## src/rtl/stat_irq_pkg.sv

```systemverilog
package stat_irq_pkg;
  localparam int ADDR_W = 12;
  localparam int DATA_W = 32;
  localparam int NUM_CNT = 64;
  localparam int HALF = NUM_CNT / 2;
  localparam int DLY_W = 16;

  localparam logic [ADDR_W-1:0] ADR_TXST  = 12'h1D0;
  localparam logic [ADDR_W-1:0] ADR_TXMSK = 12'h1D4;
  localparam logic [ADDR_W-1:0] ADR_RXST  = 12'h1D8;
  localparam logic [ADDR_W-1:0] ADR_RXMSK = 12'h1DC;
  localparam logic [ADDR_W-1:0] ADR_DLY   = 12'h1E0;
  localparam logic [ADDR_W-1:0] ADR_SUM   = 12'h1E8;

  localparam int B_WAKE  = 20;
  localparam int B_QSTAT = 19;
  localparam int B_QOVF  = 18;
  localparam int B_PHY   = 17;
  localparam int B_STAT  = 16;
  localparam int B_TXERR = 12;
  localparam int B_RXERR = 11;
  localparam int B_LATE  = 8;
  localparam int B_EARLY = 7;

  typedef enum logic [2:0] {
    SEL_NONE, SEL_TXST, SEL_TXMSK, SEL_RXST, SEL_RXMSK, SEL_DLY, SEL_SUM
  } regSel_e;

  typedef struct packed {
    regSel_e rdSel;
    logic    clrTx;
    logic    clrRx;
    logic    clrSum;
    logic    ldTxMask;
    logic    ldRxMask;
    logic    ldDly;
  } strobe_t;
endpackage

```

## src/rtl/stat_irq_ctrl.sv

```systemverilog
module stat_irq_ctrl
  import stat_irq_pkg::*;
(
  input  logic [ADDR_W-1:0] regAddr,
  input  logic              wrEn,
  input  logic              rdEn,
  output strobe_t           strb
);
  regSel_e hit;

  always_comb begin
    unique case (regAddr)
      ADR_TXST:  hit = SEL_TXST;
      ADR_TXMSK: hit = SEL_TXMSK;
      ADR_RXST:  hit = SEL_RXST;
      ADR_RXMSK: hit = SEL_RXMSK;
      ADR_DLY:   hit = SEL_DLY;
      ADR_SUM:   hit = SEL_SUM;
      default:   hit = SEL_NONE;
    endcase
  end

  always_comb begin
    strb          = '0;
    strb.rdSel    = rdEn ? hit : SEL_NONE;
    strb.clrTx    = rdEn && (hit == SEL_TXST);
    strb.clrRx    = rdEn && (hit == SEL_RXST);
    strb.clrSum   = rdEn && (hit == SEL_SUM);
    strb.ldTxMask = wrEn && (hit == SEL_TXMSK);
    strb.ldRxMask = wrEn && (hit == SEL_RXMSK);
    strb.ldDly    = wrEn && (hit == SEL_DLY);
  end
endmodule

```

## src/rtl/stat_irq_dp.sv

```systemverilog
module stat_irq_dp
  import stat_irq_pkg::*;
(
  input  logic               clk,
  input  logic               rstN,
  input  strobe_t            strb,
  input  logic [DATA_W-1:0]  wrData,
  output logic [DATA_W-1:0]  rdData,
  input  logic [NUM_CNT-1:0] rollEvt,
  input  logic               wakeN,
  input  logic               qStatIrq,
  input  logic               qOvfIrq,
  input  logic               phyIrq,
  input  logic               txErr,
  input  logic               rxErr,
  input  logic               rxFrameDone,
  input  logic               rxStart,
  output logic [HALF-1:0]    txStat,
  output logic [HALF-1:0]    rxStat,
  output logic [DATA_W-1:0]  summary,
  output logic               irq
);
  logic [HALF-1:0]  txMask, rxMask;
  logic [DLY_W-1:0] dlyReg, dlyCnt;
  logic             dlyRun, earlyFire;
  logic             txErrSt, rxErrSt, lateSt, earlySt;

  always_ff @(posedge clk) begin
    if (!rstN) begin
      txStat <= '0;
      rxStat <= '0;
    end else begin
      txStat <= (txStat & ~{HALF{strb.clrTx}}) | rollEvt[HALF-1:0];
      rxStat <= (rxStat & ~{HALF{strb.clrRx}}) | rollEvt[NUM_CNT-1:HALF];
    end
  end

  always_ff @(posedge clk) begin
    if (!rstN) begin
      txMask <= '0;
      rxMask <= '0;
      dlyReg <= '0;
    end else begin
      if (strb.ldTxMask) txMask <= wrData[HALF-1:0];
      if (strb.ldRxMask) rxMask <= wrData[HALF-1:0];
      if (strb.ldDly)    dlyReg <= wrData[DLY_W-1:0];
    end
  end

  assign earlyFire = dlyRun && (dlyCnt == '0);

  always_ff @(posedge clk) begin
    if (!rstN) begin
      dlyRun <= 1'b0;
      dlyCnt <= '0;
    end else if (rxStart) begin
      dlyRun <= 1'b1;
      dlyCnt <= dlyReg;
    end else if (earlyFire) begin
      dlyRun <= 1'b0;
    end else if (dlyRun) begin
      dlyCnt <= dlyCnt - 1'b1;
    end
  end

  always_ff @(posedge clk) begin
    if (!rstN) begin
      {txErrSt, rxErrSt, lateSt, earlySt} <= '0;
    end else begin
      txErrSt <= (txErrSt & ~strb.clrSum) | txErr;
      rxErrSt <= (rxErrSt & ~strb.clrSum) | rxErr;
      lateSt  <= (lateSt  & ~strb.clrSum) | rxFrameDone;
      earlySt <= (earlySt & ~strb.clrSum) | earlyFire;
    end
  end

  always_comb begin
    summary          = '0;
    summary[B_WAKE]  = ~wakeN;
    summary[B_QSTAT] = qStatIrq;
    summary[B_QOVF]  = qOvfIrq;
    summary[B_PHY]   = phyIrq;
    summary[B_STAT]  = |(txStat & txMask) | |(rxStat & rxMask);
    summary[B_TXERR] = txErrSt;
    summary[B_RXERR] = rxErrSt;
    summary[B_LATE]  = lateSt;
    summary[B_EARLY] = earlySt;
  end

  assign irq = |summary;

  always_comb begin
    rdData = '0;
    unique case (strb.rdSel)
      SEL_TXST:  rdData[HALF-1:0]  = txStat;
      SEL_TXMSK: rdData[HALF-1:0]  = txMask;
      SEL_RXST:  rdData[HALF-1:0]  = rxStat;
      SEL_RXMSK: rdData[HALF-1:0]  = rxMask;
      SEL_DLY:   rdData[DLY_W-1:0] = dlyReg;
      SEL_SUM:   rdData            = summary;
      default:   rdData            = '0;
    endcase
  end
endmodule

```

## src/rtl/stat_irq_top.sv

```systemverilog
module stat_irq_top
  import stat_irq_pkg::*;
(
  input  logic               clk,
  input  logic               rstN,
  input  logic [ADDR_W-1:0]  regAddr,
  input  logic               wrEn,
  input  logic [DATA_W-1:0]  wrData,
  input  logic               rdEn,
  output logic [DATA_W-1:0]  rdData,
  input  logic [NUM_CNT-1:0] rollEvt,
  input  logic               wakeN,
  input  logic               qStatIrq,
  input  logic               qOvfIrq,
  input  logic               phyIrq,
  input  logic               txErr,
  input  logic               rxErr,
  input  logic               rxFrameDone,
  input  logic               rxStart,
  output logic               irq
);
  strobe_t         strb;
  logic [HALF-1:0] txStat, rxStat;
  logic [DATA_W-1:0] summary;

  stat_irq_ctrl u_ctrl (
    .regAddr(regAddr), .wrEn(wrEn), .rdEn(rdEn), .strb(strb)
  );

  stat_irq_dp u_dp (
    .clk(clk), .rstN(rstN), .strb(strb), .wrData(wrData), .rdData(rdData),
    .rollEvt(rollEvt), .wakeN(wakeN), .qStatIrq(qStatIrq), .qOvfIrq(qOvfIrq),
    .phyIrq(phyIrq), .txErr(txErr), .rxErr(rxErr), .rxFrameDone(rxFrameDone),
    .rxStart(rxStart), .txStat(txStat), .rxStat(rxStat), .summary(summary),
    .irq(irq)
  );
endmodule

```

## config.mk

```make
export PLATFORM = sky130hd
export DESIGN_NAME = stat_irq_top
export DESIGN_NICKNAME = d
export VERILOG_FILES = /design/src/rtl/stat_irq_pkg.sv /design/src/rtl/stat_irq_ctrl.sv /design/src/rtl/stat_irq_dp.sv /design/src/rtl/stat_irq_top.sv
export SDC_FILE = /design/constraint.sdc
export NUM_CORES = 1
export LEC_CHECK = 0
export ABC_CLOCK_PERIOD_IN_PS = 1800
export BUFFER_PORTS_ARGS = -buffer_cell sky130_fd_sc_hd__buf_4
export CAP_MARGIN = 40
export CELL_PAD_IN_SITES_DETAIL_PLACEMENT = 0
export CELL_PAD_IN_SITES_GLOBAL_PLACEMENT = 1
export CORE_MARGIN = 2
export CORE_UTILIZATION = 38
export CTS_CLUSTER_SIZE = 25
export DETAILED_ROUTE_END_ITERATION = 10
export GPL_ROUTABILITY_DRIVEN = 0
export PLACE_DENSITY = 0.84
export SKIP_LAST_GASP = 1
export SLEW_MARGIN = 40
export SYNTH_ARGS = -nofsm -noshare
export SYNTH_HDL_FRONTEND = slang
export SYNTH_SLANG_ARGS = --single-unit
```

## constraint.sdc

```tcl
create_clock -name clk -period 1.8 [get_ports clk]
set_input_delay 0.27 -clock clk [delete_from_list [all_inputs] [get_ports clk]]
set_output_delay 0.27 -clock clk [all_outputs]
set_load 0.01 [all_outputs]
```

==> Yosys cells after proc, flatten, opt, wreduce, memory -nomap -nowiden <==
Index checks and enable logic that the tools add are counted.
{ "classes": {"addsub": 1, "n_eq_ne": 19, "mux": 9, "bitwise_logic": 19, "n_reduce_logical": 14} }
{ "op_table": {"columns": ["op", "n"], "rows": [
  ["$and 32x32->32", 4],
  ["$pmux 16 s6", 1],
  ["$pmux 16 s5", 1],
  ["$eq 12x9->1 const B", 6],
  ["$not 32->32", 2],
  ["$or 32x32->32", 2],
  ["$reduce_or 32->1", 2],
  ["$mux 16", 3],
  ["$eq 3x3->1 const B", 6],
  ["$pmux 3 s6", 1],
  ["$logic_not 16->1", 1],
  ["$sub 16x1->16 const B", 1],
  ["$eq 3x2->1 const B", 4],
  ["$reduce_or 9->1", 1],
  ["$logic_and 1x1->1", 7],
  ["$eq 3x1->1 const B", 2],
  ["$or 1x1->1", 5],
  ["$and 1x1->1", 4],
  ["$reduce_bool 2->1", 2],
  ["$mux 3", 1],
  ["$mux 1", 2],
  ["$ne 2x2->1 const B", 1],
  ["$not 1->1", 2],
  ["$reduce_and 2->1", 1]
]} }
{ "word_totals": {"register_bits": 165, "out_inout_bits": 33} }

==> Longest topological paths before layout <==
Gate-level depths: netlist of run 1.
{ "logic_depth": {"depth_word": 7, "mapped_depth": 8, "depth_no_buf": 7} }

==> Cells and area by module <==
From an unflattened synthesis of run 1, not the netlist that was laid out.
{ "unflattened": {"cells_unflattened": 850, "area_unflattened_um2": 8201.6} }
{ "by_module_without_submodules": {"columns": ["module", "instances", "cells_per_inst", "area_per_inst_um2", "seq_area_each_um2"], "rows": [
  ["stat_irq_dp", 1, 822, 7988.9, 3303.2],
  ["stat_irq_ctrl", 1, 28, 212.7, 0.0]
]} }

==> Worst setup path after synthesis of run 1 <==
No wires, ideal clock.
{ "synth_path": {"path_kind": "flip-flop to output port", "from": "register u_dp.rxStat[17]", "to": "output rdData[16]", "arrival_time_ns": 1.709, "required_ns": 1.530, "slack_ns": -0.179, "stages_incl_launch_ff": 6, "n_path_buf": 0, "cell_sequence": "dfxtp_1 -> a22o_1 -> a221oi_1 -> nand4_1 -> or4_1 -> a221o_1"} }
{ "synth_via": {"elab_chain_len": 4} }
{ "synth_lines": {"columns": ["element", "line_no", "text"], "rows": [
  ["from (decl)", "stat_irq_dp.sv:19", "output logic [HALF-1:0] rxStat,"],
  ["from (signal assigned)", "stat_irq_dp.sv:34", "rxStat <= (rxStat & ~{HALF{strb.clrRx}}) | rollEvt[NUM_CNT-1:HALF];"],
  ["$and 32x32->32", "stat_irq_dp.sv:83", "summary[B_STAT] = |(txStat & txMask) | |(rxStat & rxMask);"],
  ["$reduce_or 32->1", "stat_irq_dp.sv:83", null],
  ["$or 1x1->1", "stat_irq_dp.sv:83", null],
  ["$pmux 16 s5", "stat_irq_dp.sv:94", "unique case (strb.rdSel)"],
  ["to (decl)", "stat_irq_top.sv:10", "output logic [DATA_W-1:0] rdData,"]
]} }
Every way passes these cells.

==> Worst setup path after layout of run 1 <==
{ "layout_path": {"from": "register u_dp.rxStat[30]", "to": "output rdData[16]"} }
Same word-level chain as after synthesis.

==> results of run 1 <==
## worst max-delay path by stage
stage	slack, ns	end	startpoint	cells after the start
2_1_floorplan	-0.11	rdData[16]	u_dp.txMask[5]	5
5_1_grt	-1.03	rdData[16]	u_dp.txMask[22]	7
3_3_place_gp	-0.55	rdData[16]	u_dp.txStat[22]	7
4_1_cts	-0.94	rdData[16]	u_dp.txMask[22]	7
6_report	-1.01	rdData[16]	u_dp.rxStat[30]	6
3_5_place_dp	-0.61	rdData[16]	u_dp.txStat[22]	7
## stage by stage
step / setup slack (ns) / util / setup TNS (ns) / hold slack (ns)
after global routing: -1.03 / 0.602 / -10.28 / 0.0520
after CTS: -0.944 / 0.578 / -8.08 / 0.0480
after global placement: -0.548 / 0.526 / -22.98 / 0.476
final: -1.01 / 0.602 / -8.66 / 0.0552
after floorplan: -0.114 / - / -0.114 / 0.394
after detailed placement: -0.605 / 0.526 / -25.37 / 0.485
## worst max-delay path: cells and delay by family (launching register included)
family	cells	cell delay (ns)
compound gates	3	0.89
simple gates	2	0.75
flops	1	0.31
buf+inv	1	0.15
## metal layers
metal	GRT usage	up-vias	part of all wire	wire, um
li1	-	3745	-	-
met3	0.0543	92	0.078	2390
met5	0	-	0	0
met2	0.455	417	0.47	14400
met1	0.352	3908	0.41	12700
met4	0.109	0	0.039	1180
## kinds of logic after synthesis
kind of cell    share of synthesized area
flops                               0.423
fa+ha+maj                         0.00160
xor+xnor                           0.0146
simple gates                        0.181
mux                                 0.103
buf+inv                            0.0454
compound gates                      0.231
## flip-flops by register name, summed over array words and instances, names as in the netlist
name and flops:
u_dp.rxErrSt 1, u_dp.earlySt 1, u_dp.dlyRun 1, u_dp.txMask 32, u_dp.dlyCnt 16, u_dp.lateSt 1, u_dp.txErrSt 1, u_dp.rxStat 32
u_dp.rxMask 32, u_dp.dlyReg 16, u_dp.txStat 32
## Yosys cell counts (6+ instances only)
| library cell | count | share of area |
|---|---|---|
| o211ai_1 | 12 | 0.012 |
| nand4_1 | 8 | 0.0064 |
| nor3_1 | 6 | 0.0038 |
| clkbuf_1 | 43 | 0.021 |
| xor2_1 | 10 | 0.011 |
| dfxtp_1 | 165 | 0.42 |
| inv_1 | 9 | 0.0043 |
| a221oi_1 | 16 | 0.018 |
| a22oi_1 | 13 | 0.013 |
| buf_2 | 13 | 0.0083 |
| o21ai_0 | 61 | 0.039 |
| mux2_2 | 12 | 0.017 |
| a21oi_1 | 79 | 0.051 |
| a32oi_1 | 16 | 0.018 |
| nand2_1 | 71 | 0.034 |
| mux2i_1 | 67 | 0.086 |
| nor2b_1 | 120 | 0.096 |
| a22o_1 | 20 | 0.022 |
| a21boi_1 | 13 | 0.013 |
| a21boi_0 | 22 | 0.021 |
| nor2_1 | 7 | 0.0034 |
## timing repair
action	CTS	global route
setup endpoints to repair	39	43
gates cloned	4	1
buffers inserted	7	13
pin swaps	29	46
resized for setup	85	98
endpoints found under the hold margin	0	0
## power by group
group          internal (mW)  total (mW)  switching (mW)
registers               3.78        3.88           0.102
logic                  0.628        1.16           0.532
clock network           1.90        3.64            1.74
total                   6.31        8.69            2.38
## area by class of cell
| cell class | count | area [um2] | area share |
|---|---|---|---|
| multi-input combinational | 614 | 4730 | 0.390 |
| sequential | 165 | 3310 | 0.273 |
| inverter | 10 | 37.5 | 0.00309 |
| tap | 270 | 338 | 0.0278 |
| timing repair buffer | 368 | 3130 | 0.258 |
| clock buffer | 18 | 439 | 0.0362 |
| clock inverter | 14 | 148 | 0.0122 |
==> impl_metrics.env, run 1 <==
export IMPL_via_per_inst=5.59
export IMPL_start_kind="flip-flop"
export IMPL_area_growth_pct=55.5
export IMPL_tritoncts="done"
export IMPL_dp_cells=1403
export IMPL_fmax_ghz=0.356
export IMPL_cts_sinks=165
export IMPL_dp_hpwl_um=21500
export IMPL_syn_avg_cell_area_um2=9.17
export IMPL_cts_root_buf="clkbuf_16"
export IMPL_hold_depth=3
export IMPL_core_area_um2=20200
export IMPL_hold_buffers=0
export IMPL_synth_edff_count=0
export IMPL_wl_um=30700
export IMPL_ys_flop_type="dfxtp_1"
export IMPL_period_needed_ns=2.81
export IMPL_firstDrtPassIters=7
export IMPL_leakage_nw=5.07
export IMPL_ys_types=60
export IMPL_layout_nets=1297
export IMPL_regToRegStartpoint="u_dp.dlyCnt[0]"
export IMPL_worst_r2r_cell_count=8
export IMPL_clk_latency_ns=0.43
export IMPL_clk_pin_slew_ns=0.07
export IMPL_path_cells="a22o_1 -> a221oi_1 -> nand4_1 -> or4_4 -> a221o_1 -> buf_4"
export IMPL_drtIter0Drc=828
export IMPL_grt_usage=0.275
export IMPL_violations="setup timing"
export IMPL_ir_drop_mv=0.748
export IMPL_ys_warnings_count=0
export IMPL_syn_nets=972
export IMPL_worstReg2RegEnd="u_dp.dlyCnt[14]"
export IMPL_pin_count=153
export IMPL_die_area_um2=21700
export IMPL_grt_pass1_vias=7967
export IMPL_design_area_um2=12100
export IMPL_rows=52
export IMPL_ys_ff_latch=165
export IMPL_antenna_found_initial=0
export IMPL_rsz0062_at_grt="yes"
export IMPL_timing_final_ws_setup_ns=-1.01
export IMPL_drtAntennaViolNets=0
export IMPL_slowest_delay_ns=0.55
export IMPL_status="finished, violations left"
export IMPL_end_kind="output pin"
export IMPL_post_drt_wl_per_cell_um=21.0
export IMPL_critPathKind="flip-flop to output pin"
export IMPL_initial_core_util=0.387
export IMPL_drc=0
export IMPL_maxSlewViolCount=0
export IMPL_die_y_um=147
export IMPL_slew_headroom=0.635
export IMPL_min_to="u_dp.txStat[2]"
export IMPL_layout_common_cells="buf_4 (318), dfxtp_1 (157), nor2b_1 (117)"
export IMPL_grt_pass1_wl_um=45500
export IMPL_drive_above_1_share=0.434
export IMPL_min_path_type="input pin to flip-flop"
export IMPL_grt_max_degree=68
export IMPL_finalClockSkew_ns=0.00551
export IMPL_cp_data_arrival_time_ns=2.54
export IMPL_cp_required_ns=1.53
export IMPL_rrSetupSlack_ns=0
export IMPL_hold_start="rollEvt[2]"
export IMPL_period_share=1.56
export IMPL_placed_cell_area_um2=10600
export IMPL_vias=8162
export IMPL_htreeDepth=4
export IMPL_synthArstFlopShare=0
export IMPL_p_per_area_nw_per_um2=716
export IMPL_ys_seq_area_frac=0.423
export IMPL_setup_viol_count_final=34
export IMPL_antennaDiodeCount=0
export IMPL_fillers=1684
export IMPL_cts_buffer_depth=2
export IMPL_synthCells=851
export IMPL_hold_violations=0
export IMPL_portBuffers=152
export IMPL_cp_max_fo=2
export IMPL_final_cells=1459
export IMPL_grt_overflow_total=0
export IMPL_netlist_area_um2=7810
export IMPL_worst_pin_slew_ns=0.547
export IMPL_numCtsBuffers=17
export IMPL_final_common_cell="buf_4"
export IMPL_totalPowerFinal_mw=8.69
export IMPL_timing_max_cap_violations=0
export IMPL_die_x_um=147
export IMPL_crit_slowest_cell="or4_4"
(Power assumes the default switching activity.)
==> run 2, diff against run 1 <==
--- a/config.mk
+++ b/config.mk
@@ -15,7 +15,7 @@
 export CTS_CLUSTER_SIZE = 25
 export DETAILED_ROUTE_END_ITERATION = 10
 export GPL_ROUTABILITY_DRIVEN = 0
-export PLACE_DENSITY = 0.84
+export PLACE_DENSITY = 0.77
 export SKIP_LAST_GASP = 1
 export SLEW_MARGIN = 40
 export SYNTH_ARGS = -nofsm -noshare
==> impl_metrics.env, run 2 (synthesized netlist as in run 1, its figures left out) <==
export IMPL_firstDrtPassIters=5
export IMPL_area_growth_pct=53.9
export IMPL_tritoncts="done"
export IMPL_vias=8000
export IMPL_numCtsBuffers=17
export IMPL_leakage_nw=5.02
export IMPL_power_frac_comb=0.129
export IMPL_via_per_inst=5.51
export IMPL_clk_pin_slew_ns=0.07
export IMPL_p_per_area_nw_per_um2=747
export IMPL_hold_start="rollEvt[19]"
export IMPL_end_kind="output pin"
export IMPL_regToRegStartpoint="u_dp.dlyCnt[0]"
export IMPL_cp_data_arrival_time_ns=2.44
export IMPL_drtIter0Drc=610
export IMPL_period_needed_ns=2.71
export IMPL_final_common_cell="buf_4"
export IMPL_grt_max_degree=74
export IMPL_worst_pin_slew_ns=0.569
export IMPL_rsz0062_at_grt="yes"
export IMPL_critPathKind="flip-flop to output pin"
export IMPL_intPower_mw=6.76
export IMPL_htreeDepth=4
export IMPL_placed_cell_area_um2=10600
export IMPL_ir_drop_mv=0.588
export IMPL_timing_max_cap_violations=0
export IMPL_portBuffers=152
export IMPL_p_clk_frac=0.437
export IMPL_clk_latency_ns=0.43
export IMPL_min_to="u_dp.txStat[19]"
export IMPL_die_y_um=147
export IMPL_die_x_um=147
export IMPL_cts_buffer_depth=2
export IMPL_setup_viol_count_final=35
export IMPL_path_cells="a22o_1 -> a221oi_2 -> nand4_1 -> or4_4 -> a221o_1 -> buf_4"
export IMPL_cp_required_ns=1.53
export IMPL_cts_root_buf="clkbuf_16"
export IMPL_worst_r2r_cell_count=9
export IMPL_fmax_ghz=0.368
export IMPL_slew_headroom=0.617
export IMPL_period_share=1.51
export IMPL_antenna_found_initial=1
export IMPL_grt_usage=0.274
export IMPL_cp_max_fo=2
export IMPL_start_kind="flip-flop"
export IMPL_timing_final_ws_setup_ns=-0.914
export IMPL_rows=52
export IMPL_dp_cells=1400
export IMPL_min_path_type="input pin to flip-flop"
export IMPL_p_seq_frac=0.433
export IMPL_die_area_um2=21700
export IMPL_slowest_delay_ns=0.60
export IMPL_dp_hpwl_um=21300
export IMPL_hold_depth=3
export IMPL_violations="setup timing"
export IMPL_drc=0
export IMPL_rrSetupSlack_ns=-0.01
export IMPL_p_switching_mw=2.21
export IMPL_grt_overflow_total=0
export IMPL_initial_core_util=0.387
export IMPL_post_drt_wl_per_cell_um=20.7
export IMPL_layout_nets=1289
export IMPL_core_area_um2=20200
export IMPL_cts_sinks=165
export IMPL_fillers=1725
export IMPL_final_cells=1451
export IMPL_wl_um=30100
export IMPL_antennaDiodeCount=0
export IMPL_status="finished, violations left"
export IMPL_grt_pass1_vias=7760
export IMPL_finalClockSkew_ns=0.00644
export IMPL_maxSlewViolCount=0
export IMPL_design_area_um2=12000
export IMPL_switching_share=0.246
export IMPL_grt_pass1_wl_um=45000
export IMPL_pin_count=153
export IMPL_drtAntennaViolNets=0
export IMPL_layout_common_cells="buf_4 (322), dfxtp_1 (155), nor2b_1 (117)"
export IMPL_hold_violations=0
export IMPL_worstReg2RegEnd="u_dp.dlyCnt[8]"
export IMPL_setup_tns_ns=-10.20
export IMPL_crit_slowest_cell="or4_4"
export IMPL_drive_above_1_share=0.423
==> run 2: repair_timing <==
item,CTS,global route
setup buffers,12,5
cloned,3,0
pin swaps,23,45
gates resized for setup,78,72
endpoints found under the hold margin,0,0
hold buffers,0,0
endpoints found under the setup margin,42,45
==> run 2: power by group through the flow <==
stage          combinational (mW)  clock [mW]  sequential [mW]
6_report                     1.16        3.92             3.89
5_1_grt                      1.24        4.11             3.90
4_1_cts                      1.10        3.94             3.88
3_5_place_dp                 1.02           0             3.96
3_3_place_gp                 1.02           0             3.95
2_1_floorplan               0.392           0             3.95
==> run 2: final cells by class <==
class                      count  area (um2)  area share
tap                          270         338      0.0281
timing repair buffer         360        3040       0.253
clock inverter                14         198      0.0165
sequential                   165        3320       0.276
inverter                      10        37.5     0.00312
multi-input combinational    614        4660       0.388
clock buffer                  18         429      0.0357
==> run 2: worst max path at each step <==
stage | startpoint | to | slack [ns] | depth (start not counted)
3_5_place_dp | u_dp.txStat[23] | rdData[16] | -0.75 | 6
3_3_place_gp | u_dp.txStat[23] | rdData[16] | -0.77 | 6
6_report | u_dp.rxStat[25] | rdData[16] | -0.91 | 6
5_1_grt | u_dp.rxStat[25] | rdData[16] | -0.95 | 6
2_1_floorplan | u_dp.txMask[5] | rdData[16] | -0.11 | 5
4_1_cts | u_dp.txMask[23] | rdData[16] | -0.89 | 6
==> run 2: routing by layer <==
metal / part of all wire / GRT usage
met5: 0 / 0
met3: 0.070 / 0.0547
met2: 0.47 / 0.444
met1: 0.43 / 0.360
met4: 0.027 / 0.104
==> run 2: metrics by stage <==
stage / hold WS [ns] / utilization / power, mW / setup WS, ns
2_1_floorplan: 0.394 / - / 4.34 / -0.114
3_3_place_gp: 0.480 / 0.527 / 4.97 / -0.770
3_5_place_dp: 0.487 / 0.527 / 4.98 / -0.749
4_1_cts: 0.0454 / 0.581 / 8.92 / -0.893
5_1_grt: 0.0513 / 0.596 / 9.25 / -0.947
6_report: 0.0582 / 0.596 / 8.97 / -0.914
==> run 2: worst max-delay path: cells and delay by family, from the launching register on <==
kind,cells,cell delay (ns)
compound gates,3,0.75
buf+inv,1,0.14
flops,1,0.32
simple gates,2,0.80
